### src/rtl/sysctl_pkg.sv
package sysctl_pkg;
    localparam int DW        = 32;
    localparam int IDX_W     = 4;
    localparam int OP_W      = 3;
    localparam int FSR_W     = 8;
    localparam int TTB_ALIGN = 14;

    localparam logic [DW-1:0] TTB_MASK = {{(DW-TTB_ALIGN){1'b1}}, {TTB_ALIGN{1'b0}}};

    // control register bit positions decoded into enable outputs
    localparam int CB_XLAT  = 0;
    localparam int CB_ALIGN = 1;
    localparam int CB_DC    = 2;
    localparam int CB_WB    = 3;
    localparam int CB_BIG   = 7;
    localparam int CB_IC    = 12;

    typedef enum logic [3:0] {
        SEL_ID, SEL_CTRL, SEL_TTB, SEL_DAC, SEL_FSR, SEL_FAR,
        SEL_CACHE, SEL_TLB, SEL_PID, SEL_IMPL, SEL_NONE
    } sel_e;

    typedef struct packed {
        logic             wr;
        logic [IDX_W-1:0] crn;
        logic [IDX_W-1:0] crm;
        logic [OP_W-1:0]  op1;
        logic [OP_W-1:0]  op2;
        logic [IDX_W-1:0] xreg;
        logic [DW-1:0]    wdata;
    } req_t;

    typedef struct packed {
        logic err;
        logic warn;
        logic unsup;
        logic wr_en;
        logic rd_en;
        logic inv_all;
        logic inv_one;
    } verdict_t;

    function automatic sel_e sel_of(input logic [IDX_W-1:0] crn);
        case (crn)
            4'd0:    return SEL_ID;
            4'd1:    return SEL_CTRL;
            4'd2:    return SEL_TTB;
            4'd3:    return SEL_DAC;
            4'd5:    return SEL_FSR;
            4'd6:    return SEL_FAR;
            4'd7:    return SEL_CACHE;
            4'd8:    return SEL_TLB;
            4'd13:   return SEL_PID;
            4'd15:   return SEL_IMPL;
            default: return SEL_NONE;
        endcase
    endfunction
endpackage

### src/rtl/sysctl_decode.sv
module sysctl_decode
    import sysctl_pkg::*;
#(
    parameter int PC_IDX = 15
) (
    input  logic          req_valid,
    input  req_t          req,
    input  logic          big_q,
    input  logic [DW-1:0] pid_q,
    output sel_e          sel,
    output verdict_t      vd
);
    logic illegal;

    always_comb begin
        vd      = '0;
        sel     = sel_of(req.crn);
        illegal = (req.op1 != '0) || (req.xreg == IDX_W'(PC_IDX));
        if (req_valid) begin
            if (illegal) begin
                vd.err = 1'b1;
            end else begin
                case (sel)
                    SEL_ID: begin
                        if (req.wr) vd.err = 1'b1;
                        else begin
                            vd.rd_en = 1'b1;
                            vd.unsup = (req.op2 != '0);
                        end
                    end
                    SEL_CTRL: begin
                        if (req.wr) begin
                            if (req.wdata[CB_BIG] != big_q) begin
                                vd.err   = 1'b1;
                                vd.unsup = 1'b1;
                            end else begin
                                vd.wr_en = 1'b1;
                            end
                        end else begin
                            vd.rd_en = 1'b1;
                        end
                    end
                    SEL_TTB: begin
                        if (req.wr) begin
                            vd.wr_en = 1'b1;
                            vd.warn  = |(req.wdata & ~TTB_MASK);
                        end else begin
                            vd.rd_en = 1'b1;
                        end
                    end
                    SEL_DAC, SEL_FSR, SEL_FAR: begin
                        vd.wr_en = req.wr;
                        vd.rd_en = !req.wr;
                    end
                    SEL_CACHE: begin
                        vd.err = !req.wr;
                    end
                    SEL_TLB: begin
                        if (req.wr) begin
                            vd.inv_all = (req.op2 == '0);
                            vd.inv_one = (req.op2 != '0);
                        end else begin
                            vd.err = 1'b1;
                        end
                    end
                    SEL_PID: begin
                        vd.warn = (req.op2 != '0) || (req.crm != '0);
                        if (req.wr) begin
                            vd.wr_en = 1'b1;
                            vd.unsup = (req.wdata != '0);
                        end else begin
                            vd.rd_en = 1'b1;
                            vd.unsup = (pid_q != '0);
                        end
                    end
                    SEL_IMPL: vd.unsup = 1'b1;
                    default:  vd.err   = 1'b1;
                endcase
            end
        end
    end
endmodule

### src/rtl/sysctl_store.sv
module sysctl_store
    import sysctl_pkg::*;
#(
    parameter logic [DW-1:0] ID_VALUE = 32'h4107_1A20
) (
    input  logic          clk,
    input  logic          rst,
    input  sel_e          sel,
    input  logic          wr_en,
    input  logic [DW-1:0] wdata,
    output logic [DW-1:0] rdata,
    output logic [DW-1:0] ctrl_q,
    output logic [DW-1:0] pid_q
);
    logic [DW-1:0]    ttb_q;
    logic [DW-1:0]    dac_q;
    logic [FSR_W-1:0] fsr_q;
    logic [DW-1:0]    far_q;

    always_ff @(posedge clk) begin
        if (rst) begin
            ctrl_q <= '0;
            ttb_q  <= '0;
            dac_q  <= '0;
            fsr_q  <= '0;
            far_q  <= '0;
            pid_q  <= '0;
        end else if (wr_en) begin
            case (sel)
                SEL_CTRL: ctrl_q <= wdata;
                SEL_TTB:  ttb_q  <= wdata & TTB_MASK;
                SEL_DAC:  dac_q  <= wdata;
                SEL_FSR:  fsr_q  <= wdata[FSR_W-1:0];
                SEL_FAR:  far_q  <= wdata;
                SEL_PID:  pid_q  <= wdata;
                default:  ;
            endcase
        end
    end

    always_comb begin
        case (sel)
            SEL_ID:   rdata = ID_VALUE;
            SEL_CTRL: rdata = ctrl_q;
            SEL_TTB:  rdata = ttb_q;
            SEL_DAC:  rdata = dac_q;
            SEL_FSR:  rdata = {{(DW-FSR_W){1'b0}}, fsr_q};
            SEL_FAR:  rdata = far_q;
            SEL_PID:  rdata = pid_q;
            default:  rdata = '0;
        endcase
    end

    // base register never holds bits below its alignment
    assert_ttb_align_R6: assert property (@(posedge clk) disable iff (rst)
        (ttb_q & ~TTB_MASK) == '0);
endmodule

### src/rtl/sysctl_resp.sv
module sysctl_resp
    import sysctl_pkg::*;
(
    input  logic          clk,
    input  logic          rst,
    input  verdict_t      vd,
    input  logic [DW-1:0] rdata,
    input  logic [DW-1:0] wdata,
    output logic          rsp_valid,
    output logic [DW-1:0] rsp_rdata,
    output logic          rsp_err,
    output logic          rsp_warn,
    output logic          rsp_unsup,
    output logic          inv_all,
    output logic          inv_one,
    output logic [DW-1:0] inv_vaddr
);
    always_ff @(posedge clk) begin
        if (rst) begin
            rsp_valid <= 1'b0;
            rsp_rdata <= '0;
            rsp_err   <= 1'b0;
            rsp_warn  <= 1'b0;
            rsp_unsup <= 1'b0;
            inv_all   <= 1'b0;
            inv_one   <= 1'b0;
            inv_vaddr <= '0;
        end else begin
            rsp_valid <= vd.rd_en;
            rsp_rdata <= vd.rd_en ? rdata : '0;
            rsp_err   <= vd.err;
            rsp_warn  <= vd.warn;
            rsp_unsup <= vd.unsup;
            inv_all   <= vd.inv_all;
            inv_one   <= vd.inv_one;
            if (vd.inv_one) inv_vaddr <= wdata;
        end
    end

    assert_inv_excl_R10: assert property (@(posedge clk) disable iff (rst)
        !(inv_all && inv_one));
    assert_rdv_noerr_R13: assert property (@(posedge clk) disable iff (rst)
        rsp_valid |-> !rsp_err);
endmodule

### src/rtl/sysctl_regbank.sv
module sysctl_regbank
    import sysctl_pkg::*;
#(
    parameter logic [31:0] ID_VALUE = 32'h4107_1A20,
    parameter int          PC_IDX   = 15
) (
    input  logic        clk,
    input  logic        rst,
    input  logic        req_valid,
    input  logic        req_write,
    input  logic [3:0]  req_crn,
    input  logic [3:0]  req_crm,
    input  logic [2:0]  req_op1,
    input  logic [2:0]  req_op2,
    input  logic [3:0]  req_xreg,
    input  logic [31:0] req_wdata,
    output logic        rsp_valid,
    output logic [31:0] rsp_rdata,
    output logic        rsp_err,
    output logic        rsp_warn,
    output logic        rsp_unsup,
    output logic        xlat_en,
    output logic        align_chk,
    output logic        dcache_en,
    output logic        wbuf_en,
    output logic        icache_en,
    output logic        inv_all,
    output logic        inv_one,
    output logic [31:0] inv_vaddr
);
    req_t          req;
    sel_e          sel;
    verdict_t      vd;
    logic [DW-1:0] rdata;
    logic [DW-1:0] ctrl_q;
    logic [DW-1:0] pid_q;

    assign req = '{wr: req_write, crn: req_crn, crm: req_crm, op1: req_op1,
                   op2: req_op2, xreg: req_xreg, wdata: req_wdata};

    sysctl_decode #(.PC_IDX(PC_IDX)) u_decode (
        .req_valid (req_valid),
        .req       (req),
        .big_q     (ctrl_q[CB_BIG]),
        .pid_q     (pid_q),
        .sel       (sel),
        .vd        (vd)
    );

    sysctl_store #(.ID_VALUE(ID_VALUE)) u_store (
        .clk    (clk),
        .rst    (rst),
        .sel    (sel),
        .wr_en  (vd.wr_en),
        .wdata  (req_wdata),
        .rdata  (rdata),
        .ctrl_q (ctrl_q),
        .pid_q  (pid_q)
    );

    sysctl_resp u_resp (
        .clk       (clk),
        .rst       (rst),
        .vd        (vd),
        .rdata     (rdata),
        .wdata     (req_wdata),
        .rsp_valid (rsp_valid),
        .rsp_rdata (rsp_rdata),
        .rsp_err   (rsp_err),
        .rsp_warn  (rsp_warn),
        .rsp_unsup (rsp_unsup),
        .inv_all   (inv_all),
        .inv_one   (inv_one),
        .inv_vaddr (inv_vaddr)
    );

    assign xlat_en   = ctrl_q[CB_XLAT];
    assign align_chk = ctrl_q[CB_ALIGN];
    assign dcache_en = ctrl_q[CB_DC];
    assign wbuf_en   = ctrl_q[CB_WB];
    assign icache_en = ctrl_q[CB_IC];

    // an error response means the control state did not move at that edge
    assert_err_hold_R2: assert property (@(posedge clk) disable iff (rst)
        rsp_err |-> $stable(ctrl_q));
    // fault status reads never carry upper bits
    assert_fsr_narrow_R8: assert property (@(posedge clk) disable iff (rst)
        (rsp_valid && $past(req_valid && !req_write && req_crn == 4'd5))
            |-> (rsp_rdata[31:FSR_W] == '0));
    // invalidate-all only follows a legal TLB write with second opcode zero
    assert_inv_cause_R10: assert property (@(posedge clk) disable iff (rst)
        inv_all |-> $past(req_valid && req_write && req_crn == 4'd8 &&
                          req_op2 == '0 && req_op1 == '0 &&
                          req_xreg != 4'(PC_IDX)));
endmodule

### config.mk
export PLATFORM = sky130hd
export DESIGN_NAME = sysctl_regbank
export DESIGN_NICKNAME = d
export VERILOG_FILES = /design/src/rtl/sysctl_pkg.sv /design/src/rtl/sysctl_decode.sv /design/src/rtl/sysctl_store.sv /design/src/rtl/sysctl_resp.sv /design/src/rtl/sysctl_regbank.sv
export SDC_FILE = /design/constraint.sdc
export NUM_CORES = 1
export LEC_CHECK = 0
export BUFFER_PORTS_ARGS = -buffer_cell sky130_fd_sc_hd__buf_4
export CAP_MARGIN = 20
export CORE_ASPECT_RATIO = 0.75
export CORE_MARGIN = 2
export CORE_UTILIZATION = 45
export CTS_CLUSTER_DIAMETER = 80
export DETAILED_ROUTE_END_ITERATION = 10
export SETUP_SLACK_MARGIN = 0.5
export SLEW_MARGIN = 20
export SYNTH_ARGS = -nofsm -noshare
export SYNTH_HDL_FRONTEND = slang
export SYNTH_HIERARCHICAL = 1
export SYNTH_SLANG_ARGS = --single-unit
### constraint.sdc
create_clock -name clk -period 9.5 [get_ports clk]
set_input_delay 1.425 -clock clk [delete_from_list [all_inputs] [get_ports clk]]
set_output_delay 1.425 -clock clk [all_outputs]
set_load 0.01 [all_outputs]
== Yosys cells after proc, flatten, opt, wreduce, memory -nomap -nowiden ==
Memories as Yosys holds them, arrays and structs flattened.
Index checks and enable logic that the tools add are counted.

* $add $sub $neg: 0
* Multiply operators: 0
* Divide/modulo/power cells: 0
* Order comparisons: 0
* Equal/unequal tests: 11
* Shift-type cells: 0
* Multiplexer cells: 20
* Bitwise gates (word level): 4
* Reductions and logical operators: 25

{| class="wikitable"
|+ Operators with widths
! operator !! count
|-
| 32-bit one-hot mux with 7 select lines || 1
|-
| 32-bit nonzero test || 2
|-
| 4-bit by 3-bit == test with 1-bit output (second input constant) || 4
|-
| 14-bit OR reduction || 1
|-
| 4-bit == test (second input constant) || 3
|-
| 2-bit AND reduction || 6
|-
| 1-bit 2-to-1 mux || 9
|-
| 4-bit by 2-bit == test with 1-bit output (second input constant) || 2
|-
| 4-bit 2-to-1 mux || 2
|-
| 2-bit 2-to-1 mux || 3
|-
| 3-bit nonzero test || 2
|-
| 2-bit OR reduction || 3
|-
| 3-bit OR reduction || 2
|-
| 6-bit OR reduction || 1
|-
| 1-bit one-hot mux with 5 select lines || 1
|-
| 5-bit OR reduction || 1
|-
| 4-bit by 1-bit == test with 1-bit output (second input constant) || 1
|-
| 4-bit zero test || 1
|-
| 1-bit inverter || 4
|-
| 1-bit one-hot mux with 2 select lines || 2
|-
| 1-bit one-hot mux with 4 select lines || 1
|-
| 4-bit nonzero test || 1
|-
| 4-bit OR reduction || 1
|-
| 3-bit zero test || 1
|-
| other kinds (4) || 5
|}

* Flip-flop bits (word level): 224
* Bits in latches: 0
* Bits in writable memories: 0
* ROM bits: 64
* Bits of input ports: 54
* Output and inout bits: 75
* Logic and storage cells: 75
* Memories kept: 1

{| class="wikitable"
|+ Memories
! memory !! depth !! bits a word !! rd ports !! clocked after Yosys merged registers in !! write ports !! line !! text
|-
| (name not given) || 16 || 4 || 1 || 0 || 0 || sysctl_pkg.sv:44 || <nowiki>case (crn)</nowiki>
|}

== Longest topological paths before layout ==
Gate-level depths: netlist (run 1).

* Depth in word-level cells: 8
* Gate-level depth with buffers: 14
* Depth with buffers taken out: 10

== Modules after synthesis ==
Netlist (run 1), hierarchy kept.

{| class="wikitable"
|+ By module, submodules not included
! module !! instances !! cells each !! area an instance (sq um) !! seq. area each (sq um)
|-
| sysctl_store || 1 || 883 || 6752.7 || 3083.0
|-
| sysctl_resp || 1 || 183 || 2198.4 || 1401.3
|-
| sysctl_decode || 1 || 95 || 600.6 || 0.0
|}

== Least setup slack after synthesis (run 1) ==
OpenSTA, ideal clock, no wires.

* Path type: input to register
* From: input req_crn[0]
* To: register u_store.ctrl_q[15]
* Setup time: 0.071 ns
* Data arrival time: 3.928 ns
* Data required time: 9.429 ns
* Path slack: 5.501 ns
* Cell stages on the path: 14
* Buffers on the path: 4
* Path through: inv_1 ha_1 mux4_2 buf_6 or3_1 mux2i_1 a22oi_1 nor3_2 clkbuf_1 and4b_1 buf_2 buf_2 nand2_1 a21oi_1

{| class="wikitable"
|+ RTL lines
! element !! line !! text
|-
| start: declaration || sysctl_regbank.sv:11 || <nowiki>input logic [3:0] req_crn,</nowiki>
|-
| end signal: assignment || sysctl_store.sv:30 || <nowiki>SEL_CTRL: ctrl_q <= wdata;</nowiki>
|-
| end: declaration || sysctl_store.sv:12 || <nowiki>output logic [DW-1:0] ctrl_q,</nowiki>
|}

==> flow_metrics.tcl, run 1 <==
set metrics [dict create \
    numCtsBuffers 24 \
    cts_sinks 224 \
    cts_tree "done" \
    hold_viol 0 \
    first_pass_iters 6 \
    synth-seq-cells 224 \
    cts_resized 0 \
    core_area_mm2 0.0210 \
    grt.total_usage 0.251 \
    hpwl_mm 18.4 \
    max_slew_margin 0.311 \
    antenna_found_initial 0 \
    cts_root_buffer "clkbuf_16" \
    clkTransAtPathRegs_ns 0.06 \
    die_area_mm2 0.0224 \
    post_cts_buffers 0 \
    io_buffers 128 \
    leakagePower_uw 0.00409 \
    setup.worst_path.start_class "input port" \
    placed_cells 1498 \
    reg2reg_slack_ns 6.57 \
    dr_total_vias 8378 \
    die_height_um 130 \
    clock_skew_ns 0.00783 \
    path_class "input port to flop" \
    synth_edf_count 0 \
    synth_fp_nets 1219 \
    min_period_ns 4.92 \
    synth_warnings 6 \
    postCtsHoldBufs 0 \
    ir_worst_vdd_mv 0.121 \
    rows 46 \
    layout-drive-gt1-share 0.159 \
    h-tree-depth 1 \
    status "finished clean" \
    synth-main-ff-cell "dfxtp_1" \
    ys_async_sr_fraction 0 \
    syn2layout_area_growth_pct 18.0 \
    place.gp.congestion 0.816 \
    antennaDiodeCount 0 \
    fin_cells 1538 \
    r2r_cells 8 \
    ant_nets 0 \
    grt_pass1_wl_mm 43.2 \
    avgRoutedWirePerCell_um 18.5 \
    fmax_ghz 0.203 \
    rsz0062_at_grt "no" \
    setup_tns_ns 0 \
    die_w_um 172 \
    worst_ep_required_time_ns 9.85 \
    drc_errors 0 \
    drv_slew 0 \
    hold_path_depth 2 \
    grt.overflow.total 0 \
    seq_area_frac_synth 0.469 \
    routed_wirelength_mm 28.4 \
    grt_pass1_vias 7294 \
    min_period_over_period 0.518 \
    setup_viol 0 \
    tightest_slew_ns 1.03 \
    start_util 0.455 \
    worstPathArrival_ns 5.27 \
    grt_max_degree 128 \
    critPathCaptureType "flop" \
    syn_avg_cell_area_um2 8.23 \
    drt_iter0_markers 748 \
    synth_cell_types 58 \
    syn-instance-count 1161 \
    min_path_type "flop to flop" \
    power_density_mw_per_mm2 180 \
    cap_violations 0 \
    critPathMaxFanout 48 \
    via_per_inst 5.45 \
    io_pins 129 \
    cts_buffer_depth 3 \
    nNetsFinal 1294 \
    worstSkewPairLatency_ns 0.51 \
    syn_area_mm2 0.00955 \
]
[registers in the layout, indices dropped and copies added, names as in the netlist, 8 cells and up]
signal and count:
u_store/fsr_q 8, u_resp/rsp_rdata 32, u_resp/inv_vaddr 32, u_store/dac_q 32
u_store/pid_q 32, u_store/ctrl_q 32, u_store/ttb_q 18, u_store/far_q 32
[Yosys cell counts (2+ instances only)]
library cell,instances,share of area
clkbuf_1,33,0.013
nand2_1,309,0.12
nor4b_1,2,0.0018
buf_4,7,0.0055
a221oi_1,8,0.0073
o21a_1,2,0.0016
nand3_1,11,0.0058
buf_6,4,0.0047
nor4_1,15,0.0098
a21oi_2,10,0.0092
clkbuf_2,2,0.0010
o21ai_0,3,0.0016
o22ai_1,17,0.011
nand4_1,8,0.0052
nand2b_1,6,0.0039
o21ai_1,7,0.0037
a22oi_1,8,0.0063
nor3b_1,2,0.0016
mux2_1,7,0.0083
a221o_1,6,0.0063
nor3_1,8,0.0042
and2_1,32,0.021
inv_1,16,0.0063
nor2b_1,13,0.0085
nor2_1,75,0.029
dfxtp_1,224,0.47
and4b_1,2,0.0021
mux2i_1,71,0.074
ha_1,4,0.0052
nand4b_1,2,0.0018
and3b_1,3,0.0028
a2bb2oi_1,6,0.0055
or3_1,3,0.0020
a21oi_1,167,0.088
buf_2,43,0.023
buf_12,3,0.0063
[cell usage in the layout (no fill, tap or decap), types with 6 or more instances in the layout]
master / Yosys / final
a21oi_1: 167 / 167
a21oi_2: 10 / 10
a221o_1: 6 / 6
a221oi_1: 8 / 8
a22oi_1: 8 / 8
a2bb2oi_1: 6 / 6
and2_1: 32 / 32
buf_4: 7 / 140
clkbuf_16: 0 / 25
dfxtp_1: 224 / 224
inv_1: 16 / 15
mux2_1: 7 / 7
mux2i_1: 71 / 71
nand2_1: 309 / 309
nand2b_1: 6 / 6
nand3_1: 11 / 11
nand4_1: 8 / 8
nor2_1: 75 / 74
nor2b_1: 13 / 13
nor3_1: 8 / 8
nor4_1: 15 / 15
o21ai_1: 7 / 7
o22ai_1: 17 / 17
[metal layers]
metal / global-route usage / vias up / share of wire
met5: 0 / - / 0
met4: 0.0489 / 0 / 0.014
met3: 0.0494 / 28 / 0.098
met2: 0.332 / 379 / 0.39
met1: 0.410 / 3914 / 0.50
li1: - / 4057 / -
[through the flow]
stage / hold WS, ns / power (uW) / util / worst slack (ns) / cell area [um^2]
4_1_cts: 0.455 / 2040 / 0.536 / 4.62 / 11300
6_report: 0.453 / 2020 / 0.536 / 4.58 / 11300
2_1_floorplan: 0.432 / 1050 / - / 5.50 / 9550
3_3_place_gp: 0.441 / 1110 / 0.499 / 4.19 / 10500
5_1_grt: 0.467 / 2090 / 0.536 / 4.29 / 11300
3_5_place_dp: 0.447 / 1110 / 0.499 / 4.09 / 10500
[logic make-up after synthesis]
family / share of synthesized area
XOR/XNOR: 0.000917
buffers and inverters: 0.0597
AO/OA/AOI/OAI: 0.149
AND/OR/NAND/NOR: 0.230
adder cells (fa/ha/maj): 0.00524
flip-flops: 0.469
multiplexers: 0.0850
[worst max-delay path, cell delays in order]
cell and delay [ns]:
buf_4 0.10, inv_1 0.07, ha_1 0.28, mux4_2 0.46, buf_4 0.32, or3_1 0.43
mux2i_1 0.14, a22oi_1 0.10, nor3_2 0.52, nand4_1 0.76, buf_4 0.48, nand2_1 0.10
a21oi_1 0.06
[final timing paths]
path,start,to
worst max-delay path,req_crn[0],u_store/dac_q[12]
worst min-delay path,u_store/dac_q[16],u_store/dac_q[16]
worst max register to register,u_store/ctrl_q[7],u_store/dac_q[12]
worst min register to register,u_store/dac_q[16],u_store/dac_q[16]
[area by class of cell]
cell class                      instances  area, um^2
Inverter                               17        63.8
Multi-Input combinational cell        828        4510
Clock inverter                          7        88.8
Clock buffer                           33         696
Fill cell                            2067        9740
Tap cell                              288         360
Timing Repair Buffer                  141        1060
Sequential cell                       224        4480
[report_power, final]
group | internal, uW | switching (uW)
sequential | 940 | 0.463
clock | 563 | 372
combinational | 45.2 | 102
total | 1550 | 475
No activity file was read; power rests on OpenSTA's default activity.
==> inputs of run 2 (changes only) <==
--- a/config.mk
+++ b/config.mk
@@ -12,6 +12,7 @@
 export CORE_UTILIZATION = 45
 export CTS_CLUSTER_DIAMETER = 80
 export DETAILED_ROUTE_END_ITERATION = 10
+export PLACE_DENSITY = 0.67
 export SETUP_SLACK_MARGIN = 0.5
 export SLEW_MARGIN = 20
 export SYNTH_ARGS = -nofsm -noshare
==> constraint.sdc (replaced) <==
create_clock -name clk -period 4.5 [get_ports clk]
set_input_delay 0.675 -clock clk [delete_from_list [all_inputs] [get_ports clk]]
set_output_delay 0.675 -clock clk [all_outputs]
set_load 0.01 [all_outputs]
==> flow_metrics.tcl, run 2 (synthesized netlist as in run 1, its figures left out) <==
set metrics [dict create \
    status "finished clean" \
    pwr-share-comb 0.076 \
    dr_total_vias 8265 \
    grt.total_usage 0.240 \
    critPathCaptureType "flop" \
    tightest_slew_ns 0.958 \
    grt_max_degree 120 \
    hpwl_mm 18.6 \
    nNetsFinal 1306 \
    drc_errors 0 \
    post_cts_buffers 0 \
    die_area_mm2 0.0224 \
    die_w_um 172 \
    r2r_start "u_store/ctrl_q[7]" \
    setup.worst_path.start_class "input port" \
    first_pass_iters 5 \
    power_density_mw_per_mm2 363 \
    rsz0062_at_grt "no" \
    start_util 0.455 \
    final_util 0.538 \
    hold_path_depth 2 \
    min-delay-start "u_store/dac_q[24]" \
    power.internal_uw 3150 \
    fmax_ghz 0.316 \
    cap_violations 0 \
    final_common_cell "nand2_1" \
    routed_wirelength_mm 27.2 \
    path_class "input port to flop" \
    grt.overflow.total 0 \
    grt_pass1_vias 7359 \
    ir_worst_vdd_mv 0.271 \
    seq_power_share 0.484 \
    ant_nets 0 \
    h-tree-depth 1 \
    drv_slew 0 \
    antennaDiodeCount 0 \
    drt_iter0_markers 893 \
    worst_ep_required_time_ns 4.93 \
    antenna_found_initial 0 \
    clock_skew_ns 0.00834 \
    io_pins 129 \
    cts_resized 0 \
    cts_sinks 224 \
    r2r_cells 9 \
    numCtsBuffers 23 \
    mostFrequentLayoutCells "nand2_1, dfxtp_1, a21oi_1" \
    leakagePower_uw 0.00411 \
    grt_pass1_wl_mm 42.2 \
    p_sw_uw 955 \
    p_clk_frac 0.439 \
    min_period_over_period 0.702 \
    cts_buffer_depth 3 \
    hold_viol 0 \
    place.gp.congestion 0.861 \
    core_area_mm2 0.0210 \
    clkTransAtPathRegs_ns 0.06 \
    setup_tns_ns 0 \
    seq_area_mm2 0.00448 \
    layout-drive-gt1-share 0.163 \
    sw_frac_of_total 0.233 \
    rows 46 \
    worstPathArrival_ns 3.59 \
    min_period_ns 3.16 \
    cts_tree "done" \
    min_path_type "flop to flop" \
    via_per_inst 5.34 \
    multi_input_area_mm2 0.00451 \
    io_buffers 128 \
    postCtsHoldBufs 0 \
    die_height_um 130 \
    syn2layout_area_growth_pct 18.4 \
    critPathMaxFanout 18 \
    avgRoutedWirePerCell_um 17.5 \
    setup_viol 0 \
    max_slew_margin 0.361 \
    cts_root_buffer "clkbuf_16" \
    crit_path_start "req_crn[0]" \
    fillers 2017 \
    reg2reg_slack_ns 2.25 \
    worstSkewPairLatency_ns 0.50 \
]
## run 2: worst paths after layout
check / endpoint
max reg2reg: u_store/dac_q[19]
max: u_store/ttb_q[30]
min reg2reg: u_store/dac_q[24]
min: u_store/dac_q[24]
## run 2: metrics by stage
step	area (um^2)	instances	total power [uW]	setup WS, ns	hold slack [ns]
finish	11300	1549	4100	1.34	0.452
global route	11300	1549	4240	1.08	0.468
CTS	11300	1549	4130	1.37	0.453
detailed placement	10600	1511	2340	0.862	0.445
global placement	10600	1511	2340	0.904	0.439
floorplan	9550	1161	2210	1.25	0.432
## run 2: metal layers
layer,share of wire,GRT usage,up-vias
li1,-,-,4075
met1,0.51,0.394,3832
met2,0.39,0.317,337
met3,0.091,0.0519,21
met4,0.013,0.0391,0
met5,0,0,-
## run 2: area by class of cell
type | count | area share
clock buffer | 35 | 0.0584
clock inverter | 3 | 0.00354
inverter | 17 | 0.00564
multi-input combinational | 828 | 0.399
sequential | 224 | 0.397
tap | 288 | 0.0319
timing repair buffer | 154 | 0.105
## run 2: power by group through the flow
| stage | Combinational [uW] | Sequential (uW) | Clock, uW |
|---|---|---|---|
| finish | 313 | 1990 | 1800 |
| global route | 334 | 1990 | 1920 |
| CTS | 307 | 1990 | 1840 |
| detailed placement | 306 | 2030 | 0 |
| global placement | 306 | 2030 | 0 |
| floorplan | 177 | 2030 | 0 |
## run 2: critical path, cell delays in order
cell	delay, ns
buf_4	0.09
inv_1	0.07
ha_1	0.28
mux4_2	0.55
or3_1	0.39
mux2i_1	0.14
a22oi_1	0.10
nor3_2	0.12
buf_4	0.20
and4b_1	0.68
nand2_1	0.14
a21oi_2	0.15
==> inputs of run 3 (changes only) <==
--- a/config.mk
+++ b/config.mk
@@ -5,6 +5,7 @@
 export SDC_FILE = /design/constraint.sdc
 export NUM_CORES = 1
 export LEC_CHECK = 0
+export ABC_AREA = 1
 export BUFFER_PORTS_ARGS = -buffer_cell sky130_fd_sc_hd__buf_4
 export CAP_MARGIN = 20
 export CORE_ASPECT_RATIO = 0.75
@@ -12,7 +13,6 @@
 export CORE_UTILIZATION = 45
 export CTS_CLUSTER_DIAMETER = 80
 export DETAILED_ROUTE_END_ITERATION = 10
-export PLACE_DENSITY = 0.67
 export SETUP_SLACK_MARGIN = 0.5
 export SLEW_MARGIN = 20
 export SYNTH_ARGS = -nofsm -noshare
==> constraint.sdc (replaced) <==
create_clock -name clk -period 3.1 [get_ports clk]
set_input_delay 0.465 -clock clk [delete_from_list [all_inputs] [get_ports clk]]
set_output_delay 0.465 -clock clk [all_outputs]
set_load 0.01 [all_outputs]
==> flow_metrics.tcl, run 3 <==
set metrics [dict create \
    status "finished clean" \
    via_per_inst 4.67 \
    core_area_mm2 0.0232 \
    start_util 0.462 \
    routed_wirelength_mm 31.4 \
    path_delay_family "simple AND/OR/NAND/NOR gates" \
    synth_warnings 6 \
    syn2layout_area_growth_pct 19.2 \
    synth_cell_types 30 \
    synth_fp_nets 1838 \
    layout-drive-gt1-share 0.119 \
    fillers 2352 \
    setup.worst_path.start_class "input port" \
    h-tree-depth 1 \
    syn-instance-count 1780 \
    cp_cell_sequence "buf_4, inv_1, ha_1, inv_1, nand3_1, nand2_1, nand2_1, nor2_1, nand3_1, a21oi_1, buf_4, nand3_2, buf_4, nand2_1, nand2_1, nor2_1" \
    synth_compound_area_frac 0.00908 \
    hold_viol 0 \
    syn_avg_cell_area_um2 6.04 \
    cts_buffer_depth 3 \
    rows 48 \
    cts_sinks 224 \
    dr_total_vias 10272 \
    cts_resized 0 \
    critPathBufInv 5 \
    drt_iter0_markers 882 \
    synth.most_common_cell "nand2_1" \
    cts_root_buffer "clkbuf_16" \
    synth.area.top_cells "dfxtp_1, nand2_1, nor2_1" \
    rsz0062_at_grt "no" \
    synth_top_area_share 0.417 \
    avgRoutedWirePerCell_um 14.3 \
    final_common_cell "nand2_1" \
    yosys.area_share.simple 0.438 \
    numCtsBuffers 24 \
    yosys.area_share.xor_xnor 0 \
    yosys-top-cells-count "nand2_1, nor2_1, inv_1, dfxtp_1, nand3_1" \
    grt_pass1_vias 9014 \
    leakagePower_uw 0.00684 \
    cts_tree "done" \
    cap_violations 0 \
    post_cts_buffers 0 \
    ant_nets 0 \
    hpwl_mm 20.6 \
    setup_viol 0 \
    yosys.area_share.adder 0.00466 \
    synth_edf_count 0 \
    worstSkewPairLatency_ns 0.52 \
    min_period_ns 2.19 \
    place.gp.congestion 0.859 \
    synth-main-ff-cell "dfxtp_1" \
    fin_ws_ns 0.913 \
    grt_max_degree 66 \
    synth_top_area_cell "dfxtp_1" \
    fmax_ghz 0.457 \
    antenna_found_initial 0 \
    tightest_slew_ns 0.571 \
    seq_area_frac_synth 0.417 \
    power_density_mw_per_mm2 485 \
    min_period_over_period 0.706 \
    ir_worst_vdd_mv 0.357 \
    clkTransAtPathRegs_ns 0.06 \
    io_pins 129 \
    first_pass_iters 5 \
    worstPathArrival_ns 2.63 \
    io_buffers 128 \
    drc_errors 0 \
    clock_skew_ns 0.0132 \
    postCtsHoldBufs 0 \
    critPathMaxFanout 40 \
    multi_input_area_mm2 0.00487 \
    grt.overflow.total 0 \
    path_class "input port to flop" \
    antennaDiodeCount 0 \
    grt_pass1_wl_mm 49.6 \
    setup_tns_ns 0 \
    mostFrequentLayoutCells "nand2_1, nor2_1, inv_1" \
    slowest_delay_ns 0.31 \
    pre_cts_slack_ns 0.436 \
    muxShareOfSynthArea 0 \
    drv_slew 0 \
    critPathCaptureType "flop" \
    die_height_um 138 \
    syn_area_mm2 0.0107 \
    max_slew_margin 0.619 \
    grt.total_usage 0.250 \
    synth_top_family_by_area "simple AND/OR/NAND/NOR gates" \
    seq_area_mm2 0.00448 \
    synth-seq-cells 224 \
    worst_ep_required_time_ns 3.55 \
    critPathSlowestCell "buf_4" \
    nNetsFinal 1941 \
    path_common_cell "nand2_1" \
    reg2reg_slack_ns 1.34 \
    min_path_type "input port to flop" \
    die_w_um 182 \
    die_area_mm2 0.0251 \
    ys_async_sr_fraction 0 \
]
## run 3: cell types whose count changed after synthesis, sizes merged, moves of 14 or more
cell,previous run,this run
buf,57,29
o22ai,17,0
clkbuf,35,51
nand2,309,534
nor2b,14,0
nor4,15,0
a21oi,177,1
nand3,11,107
inv,17,269
nor2,77,525
and2,32,2
mux2i,71,0
## run 3: power by group
part | total, uW | leakage, uW | internal [uW] | switching [uW]
combinational | 458 | 0.00465 | 130 | 328
sequential | 2880 | 0.00180 | 2880 | 2.26
clock | 2870 | 0.000387 | 1700 | 1180
total | 6220 | 0.00684 | 4710 | 1510
## run 3: worst paths after layout
| kind | startpoint | endpoint | cells after the start |
|---|---|---|---|
| worst min-delay path | rst | u_resp/rsp_unsup | 2 |
| worst min register to register | u_resp/inv_vaddr[27] | u_resp/inv_vaddr[27] | 2 |
| worst max-delay path | req_crn[0] | u_store/dac_q[23] | 16 |
| worst max register to register | u_store/ctrl_q[7] | u_store/dac_q[23] | 10 |
## run 3: metrics by stage
| stage | utilization | hold WS [ns] | cell area (um^2) | total power [uW] | std cells |
|---|---|---|---|---|---|
| 2_1_floorplan | - | 0.489 | 10700 | 3170 | 1780 |
| 3_3_place_gp | 0.517 | 0.458 | 12000 | 3400 | 2157 |
| 3_5_place_dp | 0.517 | 0.464 | 12000 | 3400 | 2157 |
| 4_1_cts | 0.551 | 0.187 | 12800 | 6270 | 2199 |
| 5_1_grt | 0.551 | 0.200 | 12800 | 6410 | 2199 |
| 6_report | 0.551 | 0.206 | 12800 | 6220 | 2199 |
## run 3: area by class of cell
class                   count  share of cell area
inverters                 270              0.0799
repair buffers            157              0.0989
clock buffers              36              0.0568
multi-input cells        1206               0.380
well taps                 300              0.0293
clock inverters             6             0.00449
flip-flops and latches    224               0.350
## run 3: cells by family after synthesis
group / Yosys count
and+or+nand+nor: 1185
DFF: 224
adders and majority gates: 4
AOI/OAI and AO/OA: 17
buffers and inverters: 350
## run 3: layer usage
layer,global-route usage,wire [um]
met5,0,0
met4,0.0573,516
met3,0.0288,1750
met2,0.383,13200
met1,0.375,16000
